## config.mk

```make
export PLATFORM = sky130hd
export DESIGN_NAME = page_select_qualifier
export DESIGN_NICKNAME = d
export VERILOG_FILES = /design/src/rtl/pgsel_pkg.sv /design/src/rtl/pgsel_strobe_edge.sv /design/src/rtl/pgsel_page_gate.sv /design/src/rtl/page_select_qualifier.sv
export SDC_FILE = /design/constraint.sdc
export NUM_CORES = 1
export LEC_CHECK = 0
export ABC_AREA = 1
export BUFFER_PORTS_ARGS = -buffer_cell sky130_fd_sc_hd__buf_2
export CAP_MARGIN = 10
export CORE_AREA = 2 2 39 41
export CTS_BUF_LIST = sky130_fd_sc_hd__clkbuf_4 sky130_fd_sc_hd__clkbuf_8
export CTS_CLUSTER_SIZE = 20
export DETAILED_ROUTE_END_ITERATION = 12
export DIE_AREA = 0 0 41 43
export PLACE_DENSITY = 0.51
export SLEW_MARGIN = 10
export SYNTH_ARGS = -nofsm -noshare
export SYNTH_HDL_FRONTEND = slang
export SYNTH_HIERARCHICAL = 1
export SYNTH_SLANG_ARGS = --single-unit
```

## constraint.sdc

```tcl
create_clock -name clk -period 1.15 [get_ports clk]
set_input_delay 0.0575 -clock clk [delete_from_list [all_inputs] [get_ports clk]]
set_output_delay 0.0575 -clock clk [all_outputs]
set_load 0.005 [all_outputs]
```

## src/rtl/pgsel_pkg.sv

```systemverilog
package pgsel_pkg;

    // Sampled view of the bus strobe
    typedef struct packed {
        logic level;
        logic rise;
        logic fall;
    } strobe_evt_t;

    // Per-page gate states
    typedef enum logic [1:0] {
        GATE_IDLE   = 2'd0,  // no candidate select
        GATE_ARMED  = 2'd1,  // raw select low during E low
        GATE_ACTIVE = 2'd2,  // clean select asserted
        GATE_SPENT  = 2'd3   // access ended by E fall, wait for raw high
    } gate_state_t;

    function automatic gate_state_t gate_next(
        input gate_state_t cur,
        input strobe_evt_t evt,
        input logic        raw_low
    );
        gate_state_t nxt;
        nxt = cur;
        case (cur)
            GATE_IDLE:   if (!evt.level && raw_low) nxt = GATE_ARMED;
            GATE_ARMED:  begin
                if (!raw_low)      nxt = GATE_IDLE;
                else if (evt.rise) nxt = GATE_ACTIVE;
            end
            GATE_ACTIVE: begin
                if (!raw_low)      nxt = GATE_IDLE;
                else if (evt.fall) nxt = GATE_SPENT;
            end
            GATE_SPENT:  if (!raw_low) nxt = GATE_IDLE;
            default:     nxt = GATE_IDLE;
        endcase
        return nxt;
    endfunction

endpackage

```

## src/rtl/pgsel_strobe_edge.sv

```systemverilog
module pgsel_strobe_edge
    import pgsel_pkg::*;
(
    input  logic        clk,
    input  logic        rst,
    input  logic        strobe_e,
    output strobe_evt_t evt
);
    logic e_q;

    always_ff @(posedge clk) begin
        if (rst) e_q <= 1'b0;
        else     e_q <= strobe_e;
    end

    always_comb begin
        evt.level = strobe_e;
        evt.rise  = strobe_e & ~e_q;
        evt.fall  = ~strobe_e & e_q;
    end
endmodule

```

## src/rtl/pgsel_page_gate.sv

```systemverilog
module pgsel_page_gate
    import pgsel_pkg::*;
(
    input  logic        clk,
    input  logic        rst,
    input  strobe_evt_t evt,
    input  logic        raw_n,
    output logic        clean_n
);
    gate_state_t st_q;
    gate_state_t st_d;

    always_comb begin
        st_d = gate_next(st_q, evt, ~raw_n);
    end

    always_ff @(posedge clk) begin
        if (rst) begin
            st_q    <= GATE_IDLE;
            clean_n <= 1'b1;
        end else begin
            st_q    <= st_d;
            clean_n <= (st_d != GATE_ACTIVE);
        end
    end
endmodule

```

## src/rtl/page_select_qualifier.sv

```systemverilog
module page_select_qualifier
    import pgsel_pkg::*;
#(
    parameter int unsigned NUM_PAGES = 2
) (
    input  logic                 clk,
    input  logic                 rst,
    input  logic                 strobe_e,
    input  logic [NUM_PAGES-1:0] sel_raw_n,
    output logic [NUM_PAGES-1:0] sel_clean_n
);
    strobe_evt_t evt;

    pgsel_strobe_edge edge_i (
        .clk      (clk),
        .rst      (rst),
        .strobe_e (strobe_e),
        .evt      (evt)
    );

    for (genvar p = 0; p < NUM_PAGES; p++) begin : g_page
        pgsel_page_gate gate_i (
            .clk     (clk),
            .rst     (rst),
            .evt     (evt),
            .raw_n   (sel_raw_n[p]),
            .clean_n (sel_clean_n[p])
        );
    end
endmodule

```

### Word level (Yosys, flattened, before mapping)

Cells that the tools add are included.

| operators by class | value |
|---|---|
| eq/ne operators | 8 |
| mux-type cells | 14 |
| bitwise gates (word level) | 6 |
| reductions and logical operators | 5 |

Operators with widths:

| cell | number |
|---|---|
| two-way mux 2 bit | 12 |
| case mux 2 bit (4 select lines) | 2 |
| equality test 2 bit (second input constant) | 4 |
| equality test 2 x 1 -> 1 bit (second input constant) | 2 |
| zero test 2 bit | 2 |
| inequality test 2 bit (second input constant) | 2 |
| NOT 1 bit | 4 |
| bitwise AND 1 bit | 2 |
| logical AND 1 bit | 2 |
| zero test 1 bit | 1 |

| storage, ports and cells | value |
|---|---|
| logic and storage cells | 38 |
| bits of input ports | 5 |
| register bits after elaboration | 7 |

### Longest topological paths before layout

Gate-level depths: netlist of run 1.

| logic depth | value |
|---|---|
| depth after elaboration | 6 |
| gate-level depth with buffers | 7 |
| gate-level depth less buffers | 7 |

### Cells and area by module

Netlist of run 1, hierarchy kept.

Modules (own cells, without submodules):

| module | instances | sequential area each (µm²) | cells each | area an instance (µm²) |
|---|---|---|---|---|
| pgsel_page_gate | 2 | 60.1 | 19 | 138.9 |
| pgsel_strobe_edge | 1 | 20.0 | 7 | 46.3 |

### Worst setup path before layout of run 1

Ideal clock, no wire load.

| timing | value |
|---|---|
| kind | register to register |
| start | register edge_i.e_q |
| end | register g_page[0].gate_i.clean_n |
| setup time | 112 ps |
| buffers on the path | 0 |
| period minus slack after synthesis | 842 ps |
| path slack | 308 ps |
| arrival time | 730 ps |
| stages on the path, launching flop included | 7 |
| required time | 1038 ps |
| cells stage by stage | dfxtp_1 > nor2_1 > nand2_1 > nor2_1 > nor2_2 > nand2_2 > nand2_2 |

RTL lines:

| element | RTL line | source |
|---|---|---|
| from (decl) | pgsel_strobe_edge.sv:9 | `logic e_q;` |
| from (signal assigned) | pgsel_strobe_edge.sv:13 | `else e_q <= strobe_e;` |
| to (signal assigned) | pgsel_page_gate.sv:23 | `clean_n <= (st_d != GATE_ACTIVE);` |
| to (decl) | pgsel_page_gate.sv:8 | `output logic clean_n` |

==> results_dict.tcl, run 1 <==
set metrics [dict create \
    status "complete, no violations" \
    maxSlewHeadroom 0.911 \
    netlist_instances 45 \
    clk_latency_ns 0.24 \
    drt_iter0_drc 2 \
    ys_seq_area_frac 0.432 \
    synth.yosys.warnings 6 \
    die_h_um 43 \
    synth-xor-area-share 0 \
    finalClockSkew_ns 0.000711 \
    synth_compound_area_frac 0 \
    worst_pin_slew_ns 0.133 \
    fp.coreArea_mm2 0.00138 \
    muxShareOfSynthArea 0 \
    wl_per_cell_um 6.71 \
    die_w_um 41 \
    rsz0062_at_grt "no" \
    total_power_uw 538 \
    drv_slew 0 \
    synth-simple-area-share 0.429 \
    die_area_mm2 0.00176 \
    grt_pass1_vias 237 \
    cts_resized 0 \
    final_antenna_net_count 0 \
    layout_min_cycle_time_ns 0.903 \
    grt-ovfl-total 0 \
    fmax_mhz 1110 \
    cp_max_fo 2 \
    numCtsBuffers 3 \
    fillers 151 \
    hpwl_um 399 \
    ys_types 8 \
    viasPerCell 3.67 \
    setup_violations 0 \
    seqCellArea_um2 140 \
    hold_path_class "input port to flop" \
    antenna_found_initial 0 \
    antenna_cells 0 \
    rows 14 \
    cts_tree "built" \
    gp_congestion 0.656 \
    vias 257 \
    ys_seq_elements 7 \
    timing.setup.tns_ns 0 \
    cp.required_ns 1.29 \
    path_clk_slew_ns 0.05 \
    clockRootBuffer "clkbuf_4" \
    wirelength_um 470 \
    area_delta_synth_final_pct 22.4 \
    synthAdderAreaFrac 0 \
    cts.htree.levels 1 \
    endpoint_kind "flop" \
    hold_viol 0 \
    grt_max_degree 6 \
    power_density_mw_per_mm2 1360 \
    netlist_area_um2 324 \
    post_dp_cell_area_um2 367 \
    dr.pass1.iters 3 \
    clockBufferDepth 2 \
    drive_gt1_frac 0.407 \
    vdd_ir_drop_max_uv 653 \
    drcViolationCount 0 \
    avgSynthCellArea_um2 7.20 \
    critPathLaunchType "flop" \
    gr-usage-all-layers 0.0806 \
    period_share 0.785 \
    grt_pass1_wl_um 883 \
    p_leak_uw 0.000210 \
    io_buffers 6 \
    initial_utilization 0.234 \
    cp.arrival_ns 1.04 \
    final_area_um2 397 \
    critPathKind "flop to flop" \
    cts-hold-fix-buffers 0 \
    multi_input_area_um2 139 \
    drv_cap 0 \
    synth_top_family_by_area "simple AND/OR/NAND/NOR gates" \
    cts.sinks 7 \
    ff2ff_setup_slack_ns 0.25 \
    final_nets 60 \
    synth_fp_nets 50 \
    cts_setup_buffers 0 \
    io_pins 7 \
]
==> cells in the mapped netlist <==
cell,number,share of area
nor2_2,4,0.077
dfxtp_1,7,0.43
nand3_2,2,0.062
buf_4,1,0.023
nand2_1,8,0.093
inv_1,10,0.12
nand2_2,6,0.12
nor2_1,7,0.081
==> final timing paths <==
| kind | from | end | cells past startpoint |
|---|---|---|---|
| setup reg to reg | edge_i/e_q$_SDFF_PP0_ | g_page[0].gate_i/clean_n$_SDFF_PP1_ | 6 |
| hold / removal | rst | g_page[1].gate_i/st_q[0]$_SDFF_PP0_ | 2 |
| setup / recovery | edge_i/e_q$_SDFF_PP0_ | g_page[0].gate_i/clean_n$_SDFF_PP1_ | 6 |
| hold reg to reg | g_page[1].gate_i/st_q[0]$_SDFF_PP0_ | g_page[1].gate_i/st_q[1]$_SDFF_PP0_ | 4 |
==> cells by family after synthesis <==
logic type / count (synthesis)
simple gates: 27
buf+inv: 11
flops: 7
==> layer usage <==
layer / vias to the layer above / GRT usage / routed length, um
met5: - / 0 / 0
met4: 0 / 0.100 / 9
met2: 3 / 0.0938 / 224
li1: 143 / - / -
met1: 109 / 0.0942 / 215
met3: 2 / 0.0314 / 20
==> sequential cells by signal, indices dropped and copies added (netlist names) <==
| register | count |
|---|---|
| g_page.gate_i/st_q | 4 |
| g_page.gate_i/clean_n | 2 |
| edge_i/e_q | 1 |
==> cell type report <==
type	count	area share
Multi-Input combinational cell	27	0.350
Clock buffer	4	0.0757
Timing Repair Buffer	6	0.0757
Inverter	10	0.0946
Sequential cell	7	0.353
Tap cell	16	0.0505
==> report_power, final <==
part,switching (uW),total (uW),internal (uW)
registers,3.21,254,250
clock network,79.9,235,155
logic,29.2,49.1,19.9
==> metrics by stage <==
stage / util / std cells / hold slack [ns] / setup WS, ns
global route: 0.287 / 70 / 0.0451 / 0.158
detailed placement: 0.265 / 66 / 0.306 / 0.233
floorplan: - / 45 / 0.124 / 0.308
finish: 0.287 / 70 / 0.0489 / 0.247
CTS: 0.287 / 70 / 0.0457 / 0.225
global placement: 0.265 / 66 / 0.316 / 0.238
==> critical path: stages (launching register included) <==
cell     delay [ns]
dfxtp_1        0.30
nor2_1         0.14
nand2_1        0.09
nor2_1         0.11
nor2_2         0.05
nand2_2        0.07
nand2_2        0.04
==> placed cells by master (no fill, tap or decap) <==
cell and instances:
buf_2 6, clkbuf_4 4, dfxtp_1 7, inv_1 10
nand2_1 8, nand2_2 6, nand3_2 2, nor2_1 7
nor2_2 4
Note: power is estimated with default switching activity, not from simulation.
==> inputs of run 2 (changes only) <==
--- a/config.mk
+++ b/config.mk
@@ -5,7 +5,7 @@
 export SDC_FILE = /design/constraint.sdc
 export NUM_CORES = 1
 export LEC_CHECK = 0
-export ABC_AREA = 1
+export ABC_AREA = 0
 export BUFFER_PORTS_ARGS = -buffer_cell sky130_fd_sc_hd__buf_2
 export CAP_MARGIN = 10
 export CORE_AREA = 2 2 39 41
@@ -13,7 +13,7 @@
 export CTS_CLUSTER_SIZE = 20
 export DETAILED_ROUTE_END_ITERATION = 12
 export DIE_AREA = 0 0 41 43
-export PLACE_DENSITY = 0.51
+export PLACE_DENSITY = 0.49
 export SLEW_MARGIN = 10
 export SYNTH_ARGS = -nofsm -noshare
 export SYNTH_HDL_FRONTEND = slang
==> constraint.sdc (replaced) <==
create_clock -name clk -period 0.83 [get_ports clk]
set_input_delay 0.0415 -clock clk [delete_from_list [all_inputs] [get_ports clk]]
set_output_delay 0.0415 -clock clk [all_outputs]
set_load 0.005 [all_outputs]
==> run 2 against run 1 <==
The flow now finishes with violations (negative setup slack). Clock-buffer cell count stayed put. Design area is 28% higher. Power is 51% higher. Critical endpoint is now g_page[0].gate_i/st_q[0]$_SDFF_PP0_.
==> results_dict.tcl, run 2 <==
set metrics [dict create \
    status "finished, violations left" \
    violations "negative setup slack" \
    dr.pass1.iters 1 \
    final_cell_mix "dfxtp_1 (6), buf_2 (6), buf_4 (5), clkbuf_4 (4)" \
    netlist_instances 33 \
    worst_pin_slew_ns 0.254 \
    vias 269 \
    drv_cap 0 \
    critPathLaunchType "flop" \
    gr-usage-all-layers 0.0975 \
    grt_pass1_vias 268 \
    seqPwrFrac 0.435 \
    initial_utilization 0.207 \
    fillers 148 \
    p_clk_frac 0.426 \
    clk_latency_ns 0.25 \
    min_to "edge_i/e_q$_SDFF_PP0_" \
    timing.setup.tns_ns -0.536 \
    wl_per_cell_um 9.37 \
    r2r-start "edge_i/e_q$_SDFF_PP0_" \
    period_share 1.15 \
    antenna_cells 0 \
    hold_path_class "input port to flop" \
    synthTopCellsByArea "dfxtp_1 (49%), nand2b_1 (8.7%), nor4_2 (8.7%), nor2_1 (7.9%), a21oi_1 (7.0%)" \
    hpwl_um 442 \
    synth.yosys.warnings 6 \
    power_density_mw_per_mm2 1600 \
    clockBufferDepth 2 \
    finalWorstSetupSlack_ns -0.121 \
    io_buffers 6 \
    ys_types 10 \
    layout_min_cycle_time_ns 0.951 \
    swShare 0.230 \
    hold_viol 0 \
    grt_pass1_wl_um 1060 \
    viasPerCell 4.01 \
    r2r_cells 5 \
    die_area_mm2 0.00176 \
    ys_async_sr_fraction 0 \
    wirelength_um 628 \
    min_path_cells 2 \
    drive_gt1_frac 0.588 \
    maxSlewHeadroom 0.830 \
    path_clk_slew_ns 0.05 \
    ys_seq_elements 7 \
    ff2ff_setup_slack_ns -0.12 \
    die_h_um 43 \
    io_pins 7 \
    internal_power_uw 628 \
    p_leak_uw 0.000198 \
    rsz0062_at_grt "yes" \
    drv_slew 0 \
    final_antenna_net_count 0 \
    fp.coreArea_mm2 0.00138 \
    vdd_ir_drop_max_uv 377 \
    cp.arrival_ns 1.09 \
    synth_area_leader_cell "dfxtp_1" \
    endpoint_kind "flop" \
    grt_max_degree 8 \
    netlist_area_um2 287 \
    drcViolationCount 0 \
    gp_congestion 0.633 \
    final_nets 57 \
    avgSynthCellArea_um2 8.68 \
    synth-edff-count 0 \
    critPathKind "flop to flop" \
    drt_iter0_drc 0 \
    setup_violations 6 \
    clockRootBuffer "clkbuf_4" \
    synth_most_common_cell "dfxtp_1" \
    numCtsBuffers 3 \
    cts_tree "built" \
    cp.required_ns 0.97 \
    area_delta_synth_final_pct 77.3 \
    finalClockSkew_ns 0.00515 \
    netlist.area_leader.share 0.489 \
    fmax_mhz 1050 \
    ys_seq_area_frac 0.489 \
    largest_register_ffs 4 \
    synth_commonest_cells "dfxtp_1 (7), nor2_1 (6), a21oi_1 (4), nand2b_1 (4), nor2b_1 (3)" \
    min_from "rst" \
    synth_fp_nets 38 \
    rows 14 \
    synth_ff_type "dfxtp_1" \
    total_power_uw 815 \
    cts.sinks 7 \
    grt-ovfl-total 0 \
    cts.htree.levels 1 \
    fin_hold_ws_ns 0.0823 \
    top_register "g_page.gate_i/st_q" \
    cp_max_fo 4 \
    switchingPower_uw 187 \
    die_w_um 41 \
    r2r_end "g_page[0].gate_i/st_q[0]$_SDFF_PP0_" \
    reg_top3 "g_page.gate_i/st_q (4), g_page.gate_i/clean_n (2), edge_i/e_q (1)" \
    comb_power_share 0.139 \
    antenna_found_initial 0 \
]
run 2: cell count changes in the layout (fill, tap and decap cells not counted), sizes merged, moves of 3 or more:
cell	delta
nand2	-12
inv	-10
buf	+6
nor2	-5
a21oi	+4
nand2b	+4
dlygate4sd3	+3
nor2b	+3
run 2: worst max-delay path by stage:
| stage | to | from |
|---|---|---|
| after floorplan | g_page[0].gate_i/st_q[0]$_SDFF_PP0_ | edge_i/e_q$_SDFF_PP0_ |
| after global placement | g_page[1].gate_i/st_q[0]$_SDFF_PP0_ | edge_i/e_q$_SDFF_PP0_ |
| after detailed placement | g_page[0].gate_i/st_q[0]$_SDFF_PP0_ | edge_i/e_q$_SDFF_PP0_ |
| after CTS | g_page[0].gate_i/st_q[0]$_SDFF_PP0_ | edge_i/e_q$_SDFF_PP0_ |
| after global routing | g_page[0].gate_i/st_q[0]$_SDFF_PP0_ | edge_i/e_q$_SDFF_PP0_ |
| final | g_page[0].gate_i/st_q[0]$_SDFF_PP0_ | edge_i/e_q$_SDFF_PP0_ |
run 2: metrics by stage:
| step | setup slack [ns] | instance area [um2] | instances | util |
|---|---|---|---|---|
| after global placement | -0.100 | 400 | 59 | 0.289 |
| after global routing | -0.175 | 508 | 67 | 0.367 |
| after CTS | -0.144 | 480 | 67 | 0.347 |
| final | -0.121 | 508 | 67 | 0.367 |
| after detailed placement | -0.143 | 400 | 59 | 0.289 |
| after floorplan | -0.0370 | 320 | 33 | - |
run 2: cell type report:
cell class / count / area, um2 / share of cell area
clock buffers: 4 / 30.0 / 0.0591
multi-input cells: 25 / 208 / 0.409
repair buffers: 15 / 109 / 0.214
flip-flops and latches: 7 / 141 / 0.278
well taps: 16 / 20.0 / 0.0394
run 2: what timing repair did:
item                       4_1_cts  5_1_grt
setup buffers                    1        0
resized for setup                5        7
pin swaps                        0        8
hold buffers                     3        0
setup endpoints to repair        4        6
hold endpoints to repair         4        0
run 2: routing by layer:
metal	track usage	routed length, um
met5	0	0
met4	0.120	14
met3	0.0314	17
met2	0.113	319
met1	0.119	276
run 2: power groups by stage:
| stage | sequential (uW) | combinational (uW) | clock (uW) |
|---|---|---|---|
| 2_1_floorplan | 362 | 43.4 | 0 |
| 3_3_place_gp | 361 | 81.7 | 0 |
| 3_5_place_dp | 361 | 81.6 | 0 |
| 4_1_cts | 353 | 102 | 365 |
| 5_1_grt | 356 | 124 | 383 |
| 6_report | 355 | 113 | 347 |
run 2: cell families (layout without fill, tap and decap cells):
logic type | after synthesis | count (layout) | synth area share
simple gates | 19 | 19 | 0.380
buf+inv | 1 | 19 | 0.0262
compound gates | 6 | 6 | 0.105
flops | 7 | 7 | 0.489
run 2: worst max-delay path, stage by stage, from the launching register on:
cell	delay, ns
dfxtp_2	0.32
buf_6	0.11
nor2b_4	0.14
nand2_2	0.08
nor2_4	0.14
nor4_4	0.05
